$ cat config.mk
export PLATFORM = sky130hd
export DESIGN_NAME = prio_vec_intc
export DESIGN_NICKNAME = d
export VERILOG_FILES = /design/src/rtl/intc_pkg.sv /design/src/rtl/intc_ctrl.sv /design/src/rtl/intc_datapath.sv /design/src/rtl/prio_vec_intc.sv
export SDC_FILE = /design/constraint.sdc
export NUM_CORES = 1
export LEC_CHECK = 0
export BUFFER_PORTS_ARGS = -buffer_cell sky130_fd_sc_hd__buf_4
export CORE_ASPECT_RATIO = 0.5
export CORE_MARGIN = 5
export CORE_UTILIZATION = 26
export DETAILED_ROUTE_END_ITERATION = 10
export HOLD_SLACK_MARGIN = 0.15
export PLACE_DENSITY_LB_ADDON = 0.2
export SYNTH_ARGS = -nofsm -noshare
export SYNTH_HDL_FRONTEND = slang
export SYNTH_SLANG_ARGS = --single-unit
$ cat constraint.sdc
create_clock -name clk -period 4.5 [get_ports clk]
set_input_delay 0.675 -clock clk [delete_from_list [all_inputs] [get_ports clk]]
set_output_delay 0.675 -clock clk [all_outputs]
set_load 0.02 [all_outputs]
$ cat src/rtl/intc_pkg.sv
package intc_pkg;
  localparam int NUM_LEVELS = 4;
  localparam int LVL_W = 2;
  localparam int OFF_W = 14;
  localparam int DATA_W = 32;

  typedef enum logic [1:0] {
    SP_PRIO  = 2'd0,
    SP_REQ   = 2'd1,
    SP_CAUSE = 2'd2,
    SP_NONE  = 2'd3
  } regSpace_t;

  typedef struct packed {
    logic      prioWe;
    regSpace_t rdSpace;
  } ctrlStrobe_t;
endpackage

$ cat src/rtl/intc_ctrl.sv
module intc_ctrl
  import intc_pkg::*;
#(
  parameter int GIDX_W = 3
) (
  input  logic              regWe,
  input  logic [GIDX_W+1:0] regAddr,
  output ctrlStrobe_t       strobe,
  output logic [GIDX_W-1:0] regIdx
);
  regSpace_t space;

  always_comb begin
    space = regSpace_t'(regAddr[GIDX_W+1:GIDX_W]);
    regIdx = regAddr[GIDX_W-1:0];
    strobe.rdSpace = space;
    strobe.prioWe = regWe && (space == SP_PRIO);
  end
endmodule

$ cat src/rtl/intc_datapath.sv
module intc_datapath
  import intc_pkg::*;
#(
  parameter int GROUPS = 8,
  parameter int LINES = 4,
  parameter int GIDX_W = 3
) (
  input  logic                          clk,
  input  logic                          rst,
  input  ctrlStrobe_t                   strobe,
  input  logic [GIDX_W-1:0]             regIdx,
  input  logic [DATA_W-1:0]             regWdata,
  output logic [DATA_W-1:0]             regRdata,
  input  logic [GROUPS*LINES-1:0]       reqIn,
  input  logic [NUM_LEVELS-1:0]         levelMask,
  input  logic                          nmiIn,
  output logic                          irqReq,
  output logic [LVL_W-1:0]              irqLevel,
  output logic [OFF_W-1:0]              handlerOffset,
  output logic                          nmiReq,
  output logic [NUM_LEVELS-1:0]         levelPend,
  output logic [NUM_LEVELS*GIDX_W-1:0]  causeOut
);
  logic [LVL_W-1:0]  prioLvl [GROUPS];
  logic [OFF_W-1:0]  prioOff [GROUPS];
  logic [GROUPS*LINES-1:0] reqQ;
  logic nmiQ;
  logic [GROUPS-1:0] groupPend;
  logic [GIDX_W-1:0] levelWin [NUM_LEVELS];
  logic [OFF_W-1:0]  levelOff [NUM_LEVELS];

  // Request and NMI sampling stage
  always_ff @(posedge clk) begin
    if (rst) begin
      reqQ <= '0;
      nmiQ <= 1'b0;
    end else begin
      reqQ <= reqIn;
      nmiQ <= nmiIn;
    end
  end

  assign nmiReq = nmiQ;

  // Priority registers
  genvar g;
  generate
    for (g = 0; g < GROUPS; g++) begin : gGroup
      always_ff @(posedge clk) begin
        if (rst) begin
          prioLvl[g] <= '0;
          prioOff[g] <= '0;
        end else if (strobe.prioWe && regIdx == GIDX_W'(g)) begin
          prioLvl[g] <= regWdata[DATA_W-1 -: LVL_W];
          prioOff[g] <= regWdata[OFF_W-1:0];
        end
      end
      assign groupPend[g] = |reqQ[g*LINES +: LINES];
    end
  endgenerate

  // Per-level arbitration: highest group number wins
  genvar lv;
  generate
    for (lv = 0; lv < NUM_LEVELS; lv++) begin : gLevel
      always_comb begin
        levelPend[lv] = 1'b0;
        levelWin[lv] = '0;
        levelOff[lv] = '0;
        for (int k = 0; k < GROUPS; k++) begin
          if (groupPend[k] && prioLvl[k] == LVL_W'(lv)) begin
            levelPend[lv] = 1'b1;
            levelWin[lv] = GIDX_W'(k);
            levelOff[lv] = prioOff[k];
          end
        end
      end
      assign causeOut[lv*GIDX_W +: GIDX_W] = levelWin[lv];
    end
  endgenerate

  // Highest unmasked level
  always_comb begin
    irqReq = 1'b0;
    irqLevel = '0;
    handlerOffset = '0;
    for (int k = 0; k < NUM_LEVELS; k++) begin
      if (levelPend[k] && !levelMask[k]) begin
        irqReq = 1'b1;
        irqLevel = LVL_W'(k);
        handlerOffset = levelOff[k];
      end
    end
  end

  // Read mux
  always_comb begin
    regRdata = '0;
    case (strobe.rdSpace)
      SP_PRIO: begin
        regRdata[DATA_W-1 -: LVL_W] = prioLvl[regIdx];
        regRdata[OFF_W-1:0] = prioOff[regIdx];
      end
      SP_REQ:   regRdata[LINES-1:0] = reqQ[regIdx*LINES +: LINES];
      SP_CAUSE: regRdata[GIDX_W-1:0] = levelWin[regIdx[LVL_W-1:0]];
      default:  regRdata = '0;
    endcase
  end
endmodule

$ cat src/rtl/prio_vec_intc.sv
module prio_vec_intc
  import intc_pkg::*;
#(
  parameter int GROUPS = 8,
  parameter int LINES = 4,
  localparam int GIDX_W = (GROUPS < 4) ? 2 : $clog2(GROUPS),
  localparam int ADDR_W = GIDX_W + 2
) (
  input  logic                         clk,
  input  logic                         rst,
  input  logic                         regWe,
  input  logic [ADDR_W-1:0]            regAddr,
  input  logic [31:0]                  regWdata,
  output logic [31:0]                  regRdata,
  input  logic [GROUPS*LINES-1:0]      reqIn,
  input  logic [3:0]                   levelMask,
  input  logic                         nmiIn,
  input  logic [31:0]                  vecBase,
  output logic                         irqReq,
  output logic [1:0]                   irqLevel,
  output logic [13:0]                  handlerOffset,
  output logic [31:0]                  handlerAddr,
  output logic                         nmiReq,
  output logic [4*GIDX_W-1:0]          causeOut
);
  ctrlStrobe_t strobe;
  logic [GIDX_W-1:0] regIdx;
  logic [NUM_LEVELS-1:0] levelPend;

  intc_ctrl #(.GIDX_W(GIDX_W)) u_ctrl (
    .regWe(regWe), .regAddr(regAddr), .strobe(strobe), .regIdx(regIdx)
  );

  intc_datapath #(.GROUPS(GROUPS), .LINES(LINES), .GIDX_W(GIDX_W)) u_dp (
    .clk(clk), .rst(rst), .strobe(strobe), .regIdx(regIdx),
    .regWdata(regWdata), .regRdata(regRdata), .reqIn(reqIn),
    .levelMask(levelMask), .nmiIn(nmiIn), .irqReq(irqReq),
    .irqLevel(irqLevel), .handlerOffset(handlerOffset), .nmiReq(nmiReq),
    .levelPend(levelPend), .causeOut(causeOut)
  );

  assign handlerAddr = vecBase | {{(32-OFF_W){1'b0}}, handlerOffset};
endmodule

==> flow_summary.ini, run 1 <==
[power_and_ir_drop]
seq_power_share = 0.378
p_comb_frac = 0.307
p_switching_mw = 1.83
clkPwrFrac = 0.315
finalPower_mw = 4.89
power_density_nw_per_um2 = 331
ir_worst_vdd_mv = 0.211
p_sw_frac = 0.374
internal_power_mw = 3.06
leakagePower_nw = 5.39

[grt]
grt_use_met3 = 0.0580
antenna_found_initial = 3
grt_usage = 0.251
globalRouteMet1Util = 0.338
gr-usage-met2 = 0.391
grt_overflow = 0
grt_max_degree = 46
grt_pass1_wl_mm = 91.6
grt_busiest_layer = met2
grt_pass1_vias = 11900

[setup_path]
crit_type = register to output port
crit_chain = or4_1 > nand3_1 > nand2_1 > o221ai_1 > o2bb2ai_1 > or4_1 > buf_4
crit_required_ns = 3.83
worstPathArrival_ns = 3.73
critical_path_buf_inv_count = 1
start_kind = register
critical-path-top-delay-family = simple AND/OR/NAND/NOR gates
path_max_fanout = 9
cpMaxStageDelayCell = or4_1
cpMostUsedCell = or4_1
slowest_delay_ns = 0.75
end_kind = output port

[die]
core_area_um2 = 46500
die_h_um = 163
ios = 203
design.die.area_um2 = 51400
initial_core_util = 0.261
die_x_um = 316
row_count = 56

[sta]
slew_viol_final = 0
finalCritPeriodShare = 0.980
post-route-worst-setup-slack_ns = 0.0912
hold_viol = 0
setup_violations = 0
setup_tns_ns = 0
rsz0062_at_grt = false
min_period_ns = 4.41
relSlewSlack = 0.190
fmax_mhz = 227
worstMarginPinSlew_ns = 1.21

[synth]
avgSynthCellArea_um2 = 9.69
synth.cell_area_um2 = 12100
ys_seq_area_frac = 0.371
yosysUniqueCellTypes = 72
yosys_warnings = 0
synthAdderAreaFrac = 0
synth_compound_area_frac = 0.253
async_flop_share = 0
synth-simple-area-share = 0.223
synthMuxAreaShare = 0.0968
synth_edf_count = 128
synth_top_flop_cell = edfxtp_1
syn_inst = 1254
synth_top_family_by_area = compound AO/OA/AOI/OAI gates
synth_seq_cells = 161
synth_xor_area_frac = 0

[finish]
area_delta_synth_final_pct = 21.8
multiInputGateArea_um2 = 7120
seq_area_um2 = 4500
finalInstanceArea_um2 = 14800
mostFrequentLayoutCells = buf_4 (229), and2_1 (135), edfxtp_1 (128)
layout_commonest_cell = buf_4
drive_gt1_frac = 0.247
fill_cells = 4845
final_core_util = 0.318
layout.nets = 1494

[drt]
routed_wirelength_mm = 66.4
drt_pre_antenna_iters = 6
drt_iter0_drc = 1960
vias_per_cell = 6.13
drc = 0
wl_per_cell_um = 32.6
drtAntennaViolNets = 0
vias = 12500

[clock_tree]
h-tree-depth = 4
numCtsBuffers = 17
clockRootBuffer = clkbuf_16
cts_buffer_depth = 2
clock-sinks = 161
clk_pin_slew_ns = 0.07
cts_tree = built

[placement]
hpwlAfterDp_mm = 48.3
placed_area_um2 = 14100
port_buffers = 134
routabilityCongestion = 1.01
dpl_worst_slack_ns = 0.490

[status]
outcome = finished clean

[worst_hold_path]
hold_class = primary input to register

[run]
cap_violations = 0
stage by stage:
step / hold slack, ns / cells
after floorplan: 0.747 / 1269
after global placement: 0.883 / 2004
after detailed placement: 0.891 / 2004
after CTS: 0.404 / 2036
after global routing: 0.403 / 2036
final: 0.416 / 2038
logic make-up after synthesis:
kind of cell / count (synthesis)
simple gates: 501
compound gates: 388
flops: 161
buf+inv: 143
mux: 60
other cells: 1
power groups by stage:
stage          clock network, mW  logic, mW  registers, mW
3_3_place_gp                   0       1.46           1.87
4_1_cts                     1.57       1.47           1.84
2_1_floorplan                  0      0.850           1.79
6_report                    1.54       1.50           1.85
5_1_grt                     1.63       1.56           1.85
3_5_place_dp                   0       1.46           1.87
registers in the layout, summed over array words and instances, names as in the netlist:
register,cells
u_dp.reqQ,32
u_dp.prioOff,112
u_dp.nmiReq,1
u_dp.prioLvl,16
cells in the mapped netlist, types with 5 or more instances:
master | n | area share
a2111oi_0 | 13 | 0.0094
a2111oi_2 | 8 | 0.0099
a211o_1 | 5 | 0.0036
a211oi_1 | 18 | 0.011
a21o_1 | 10 | 0.0062
a21oi_1 | 23 | 0.0095
a221o_1 | 15 | 0.012
a221oi_1 | 53 | 0.038
a22oi_1 | 22 | 0.014
a31oi_1 | 5 | 0.0026
and2_1 | 135 | 0.070
and3_1 | 18 | 0.0093
buf_1 | 11 | 0.0034
buf_4 | 35 | 0.022
clkbuf_1 | 81 | 0.025
dfxtp_1 | 33 | 0.054
edfxtp_1 | 128 | 0.32
inv_1 | 11 | 0.0034
mux2i_1 | 14 | 0.012
mux4_2 | 46 | 0.085
nand2_1 | 77 | 0.024
nand2b_1 | 8 | 0.0041
nand3_1 | 39 | 0.016
nand3b_1 | 7 | 0.0043
nor2_1 | 86 | 0.027
nor2b_1 | 44 | 0.023
nor3_1 | 22 | 0.0091
nor3b_1 | 11 | 0.0068
nor4_1 | 8 | 0.0041
o211a_1 | 12 | 0.0099
o211ai_1 | 19 | 0.012
o21ai_0 | 54 | 0.022
o221ai_1 | 24 | 0.017
o22ai_1 | 28 | 0.014
o2bb2ai_1 | 7 | 0.0050
o31a_1 | 12 | 0.0087
o32ai_1 | 8 | 0.0058
o41a_1 | 5 | 0.0046
or3_1 | 20 | 0.010
or4_1 | 15 | 0.0093
path summary, 6_finish.rpt:
| kind | start | cells past startpoint | to | slack, ns |
|---|---|---|---|---|
| max | u_dp.reqQ[28] | 7 | handlerAddr[5] | 0.09 |
| min | reqIn[18] | 2 | u_dp.reqQ[18] | 0.42 |
per-layer routing:
| metal | vias to the layer above | wire length, um |
|---|---|---|
| met5 | - | 13 |
| li1 | 5215 | - |
| met3 | 149 | 6480 |
| met4 | 2 | 2690 |
| met1 | 6309 | 27500 |
| met2 | 828 | 29700 |
final cells by class:
cell class	instances	area share
clock inverters	15	0.0125
inverters	11	0.00279
flip-flops and latches	161	0.304
clock buffers	17	0.0288
well taps	638	0.0539
multi-input cells	965	0.481
diodes	2	0.000338
repair buffers	229	0.116
timing repair:
item / 4_1_cts / 5_1_grt
gates cloned: 0 / 0
setup endpoints to repair: 1 / 11
setup buffers: 0 / 0
resized for setup: 1 / 11
hold buffers: 0 / 0
Note: power is estimated with default switching activity, not from simulation.
==> run 2: changes to the inputs <==
CELL_PAD_IN_SITES_DETAIL_PLACEMENT = 0   (was not set)
CELL_PAD_IN_SITES_GLOBAL_PLACEMENT = 1   (was not set)
PLACE_DENSITY = 0.52   (was not set)
PLACE_DENSITY_LB_ADDON = not set   (was 0.2)
clock period = 4.2 ns   (was 4.5 ns; I/O delays follow)
==> flow_summary.ini, run 2 (synthesis results as in run 1) <==
[status]
outcome = finished clean

[drt]
drt_iter0_drc = 1208
drt-met1-wl_mm = 26.6
vias = 12000
drtAntennaViolNets = 0
wl_met2_mm = 28.6
wl_met3_mm = 3.28
routed_wirelength_mm = 60.2
drc = 0
wl_per_cell_um = 29.5
top_layer_used = met4
vias_per_cell = 5.89
drt_pre_antenna_iters = 5

[setup_path]
critical-path-top-delay-family = simple AND/OR/NAND/NOR gates
end_kind = output port
critical_path_buf_inv_count = 2
path_max_fanout = 6
crit_type = register to output port
cpMostUsedCell = buf_4
slowest_delay_ns = 0.60
crit_chain = or4_4 > a32o_1 > o41a_1 > or3_4 > a2111oi_1 > buf_4 > or4_1 > buf_4
crit_required_ns = 3.57
cpMaxStageDelayCell = or4_4
start_kind = register
worstPathArrival_ns = 3.51

[die]
design.die.area_um2 = 51400
row_count = 56
initial_core_util = 0.261
die_h_um = 163
die_x_um = 316
core_area_um2 = 46500
ios = 203

[grt]
antenna_found_initial = 1
grt_max_degree = 47
grt_usage = 0.228
grt_pass1_wl_mm = 85.2
grt_overflow = 0
grt_pass1_vias = 11800

[sta]
whs_ns = 0.376
fmax_mhz = 241
hold_viol = 0
min_period_ns = 4.14
finalCritPeriodShare = 0.986
setup_tns_ns = 0
setup_violations = 0
post-route-worst-setup-slack_ns = 0.0573
worstMarginPinSlew_ns = 1.04
slew_viol_final = 0
relSlewSlack = 0.302

[finish]
layout_commonest_cell = buf_4
fill_cells = 4792
layout.nets = 1499
largest_register_ffs = 112
drive_gt1_frac = 0.265
antenna_cells = 0
finalInstanceArea_um2 = 15100
mostFrequentLayoutCells = buf_4 (231), and2_1 (135), edfxtp_1 (128)
fin_cells = 2039
top_regs = u_dp.prioOff: 112 flops, u_dp.reqQ: 32 flops, u_dp.prioLvl: 16 flops
final_core_util = 0.325
top_register = u_dp.prioOff
area_delta_synth_final_pct = 24.6

[worst_hold_path]
hold_class = primary input to register
holdPathEnd = u_dp.reqQ[9]
hold_path_startpoint = reqIn[9]
holdPathStages = 2

[power_and_ir_drop]
leakagePower_nw = 5.46
ir_worst_vdd_mv = 0.162
power_density_nw_per_um2 = 354
finalPower_mw = 5.35

[placement]
port_buffers = 134
placed_area_um2 = 14100
place_inst = 1999
hpwlAfterDp_mm = 46.7
dpl_worst_slack_ns = 0.0580
routabilityCongestion = 1.01

[clock_tree]
numCtsBuffers = 17
clockRootBuffer = clkbuf_16
cts_tree = built
h-tree-depth = 4
cts_buffer_depth = 2
ctsHoldBuffers = 0
clock-sinks = 161
clk_pin_slew_ns = 0.06

[run]
cap_violations = 0
## run 2: area by class of cell
cell class	instances	area (um^2)	share of cell area
inverters	11	41.3	0.00273
clock inverters	11	180	0.0119
well taps	638	798	0.0528
clock buffers	19	433	0.0286
repair buffers	233	1770	0.117
multi-input cells	966	7410	0.490
flip-flops and latches	161	4500	0.298
## run 2: worst max path at each step
stage / from / to / slack (ns) / cells after the start
after floorplan: regAddr[0] / regRdata[3] / 0.61 / 6
after global placement: u_dp.reqQ[25] / handlerAddr[2] / 0.08 / 10
after detailed placement: u_dp.reqQ[25] / handlerAddr[2] / 0.06 / 10
after CTS: u_dp.reqQ[25] / handlerAddr[2] / -0.006 / 10
after global routing: u_dp.reqQ[25] / handlerAddr[0] / -0.006 / 11
final: u_dp.reqQ[23] / handlerAddr[5] / 0.06 / 8
## run 2: layer usage
metal  GRT usage  vias up
met5           0        -
met4      0.0718        0
li1            -     5220
met2       0.378      518
met3      0.0299       92
met1       0.313     6183
## run 2: repair_timing
action | CTS | global route
gates cloned | 1 | 0
pin swaps | 6 | 7
setup endpoints to repair | 26 | 27
resized for setup | 37 | 27
buffers inserted | 4 | 5
## run 2: power breakdown
group	switching [mW]	total [mW]	leakage, nW	internal, mW
Combinational	0.996	1.65	3.68	0.659
Sequential	0.156	1.97	1.50	1.81
Clock	0.734	1.73	0.288	0.997
==> run 3: changes to the inputs <==
PLACE_DENSITY = 0.54   (was 0.52)
clock period = 3.4 ns   (was 4.2 ns; I/O delays follow)
==> flow_summary.ini, run 3 (synthesis results as in run 1) <==
[grt]
grt_max_degree = 44
grt_pass1_vias = 12300
antenna_found_initial = 0
grt_pass1_wl_mm = 90.2
grt_overflow = 0
grt_usage = 0.242

[setup_path]
end_kind = output port
start_kind = register
crit_required_ns = 2.89
path_max_fanout = 6
worstPathArrival_ns = 3.37
cpMaxStageDelayCell = o41a_1
slowest_delay_ns = 0.52
crit_type = register to output port
crit_chain = o41ai_4 > buf_4 > o2bb2ai_4 > o41a_1 > buf_4 > nand4b_1 > buf_6 > buf_12 > o31a_1 > nand3b_1 > buf_6

[finish]
mostFrequentLayoutCells = buf_4 (301), and2_1 (135), edfxtp_1 (128)
layout.nets = 1631
fill_cells = 4652
drive_gt1_frac = 0.392
area_delta_synth_final_pct = 40.4
top_regs = u_dp.prioOff: 112 flops, u_dp.reqQ: 32 flops, u_dp.prioLvl: 16 flops
layout_commonest_cell = buf_4
top_register = u_dp.prioOff
largest_register_ffs = 112

[power_and_ir_drop]
ir_worst_vdd_mv = 0.336
finalPower_mw = 7.03
power_density_nw_per_um2 = 412
leakagePower_nw = 6.34

[worst_hold_path]
holdPathStages = 2
hold_class = primary input to register
hold_path_startpoint = nmiIn
holdPathEnd = u_dp.nmiReq

[drt]
wl_per_cell_um = 29.4
drtAntennaViolNets = 0
vias = 12900
vias_per_cell = 5.92
drt_pre_antenna_iters = 7
drt_iter0_drc = 1538
routed_wirelength_mm = 63.9
drc = 0

[sta]
setup_violations = 31
post-route-worst-setup-slack_ns = -0.479
rsz0062_at_grt = true
relSlewSlack = 0.328
finalCritPeriodShare = 1.14
slew_viol_final = 0
hold_viol = 0
worstMarginPinSlew_ns = 1.01
setup_tns_ns = -11.84
fmax_mhz = 258
min_period_ns = 3.88

[die]
die_x_um = 316
initial_core_util = 0.261
design.die.area_um2 = 51400
ios = 203
core_area_um2 = 46500
row_count = 56
die_h_um = 163

[placement]
hpwlAfterDp_mm = 50.4
dpl_worst_slack_ns = -0.396
routabilityCongestion = 0.971
port_buffers = 134

[clock_tree]
h-tree-depth = 4
clockRootBuffer = clkbuf_16
cts_buffer_depth = 2
clock-sinks = 161
clk_pin_slew_ns = 0.07
ctsHoldBuffers = 0
numCtsBuffers = 17
cts_tree = built

[status]
outcome = complete, but fails checks
violations = negative setup slack

[run]
cap_violations = 0
run 3: layer usage:
layer  part of all wire  GRT usage  vias to the layer above
met1               0.46      0.348                     6699
met2               0.45      0.385                      587
met5                  0          0                        -
li1                   -          -                     5493
met3              0.062     0.0285                       86
met4              0.027     0.0660                        0
run 3: worst max path at each step:
stage / start / end / slack, ns
after floorplan: u_dp.reqQ[21] / handlerAddr[12] / 0.04
after global placement: u_dp.reqQ[9] / handlerAddr[5] / -0.44
after detailed placement: u_dp.reqQ[9] / handlerOffset[5] / -0.40
after CTS: u_dp.reqQ[24] / handlerAddr[3] / -0.46
after global routing: u_dp.reqQ[31] / handlerAddr[12] / -0.54
final: u_dp.reqQ[31] / handlerAddr[3] / -0.48
run 3: what timing repair did:
item	4_1_cts	5_1_grt
buffers inserted	19	13
endpoints found under the setup margin	35	33
resized for setup	167	81
endpoints found under the hold margin	0	0
pin swaps	44	32
gates cloned	2	1
run 3: where the power goes:
part | switching, mW | internal, mW
logic | 1.40 | 1.11
registers | 0.187 | 2.24
clock network | 0.993 | 1.10
total | 2.58 | 4.45
run 3: cell type report:
type                       instances  area, um^2  share of cell area
inverter                          11        41.3             0.00242
timing repair buffer             366        3090               0.181
clock inverter                    15         173              0.0101
clock buffer                      17         425              0.0249
sequential                       161        4520               0.265
tap                              638         798              0.0468
multi-input combinational        965        8000               0.469
antenna                            1        2.50            0.000147
run 3: worst max-delay path, delay by kind of cell, from the launching register on:
| family | cells | cell delay (ns) |
|---|---|---|
| DFF | 1 | 0.36 |
| and+or+nand+nor | 2 | 0.32 |
| buffers and inverters | 5 | 0.83 |
| AOI/OAI and AO/OA | 4 | 1.38 |
run 3: per-stage QoR:
stage          cells  instance area (um^2)  hold slack [ns]  utilization
2_1_floorplan   1269                 12200            0.582            -
3_3_place_gp    2110                 15000            0.731        0.322
3_5_place_dp    2110                 15000            0.726        0.322
4_1_cts         2161                 16500            0.235        0.356
5_1_grt         2173                 17000            0.251        0.366
6_report        2174                 17100            0.251        0.367
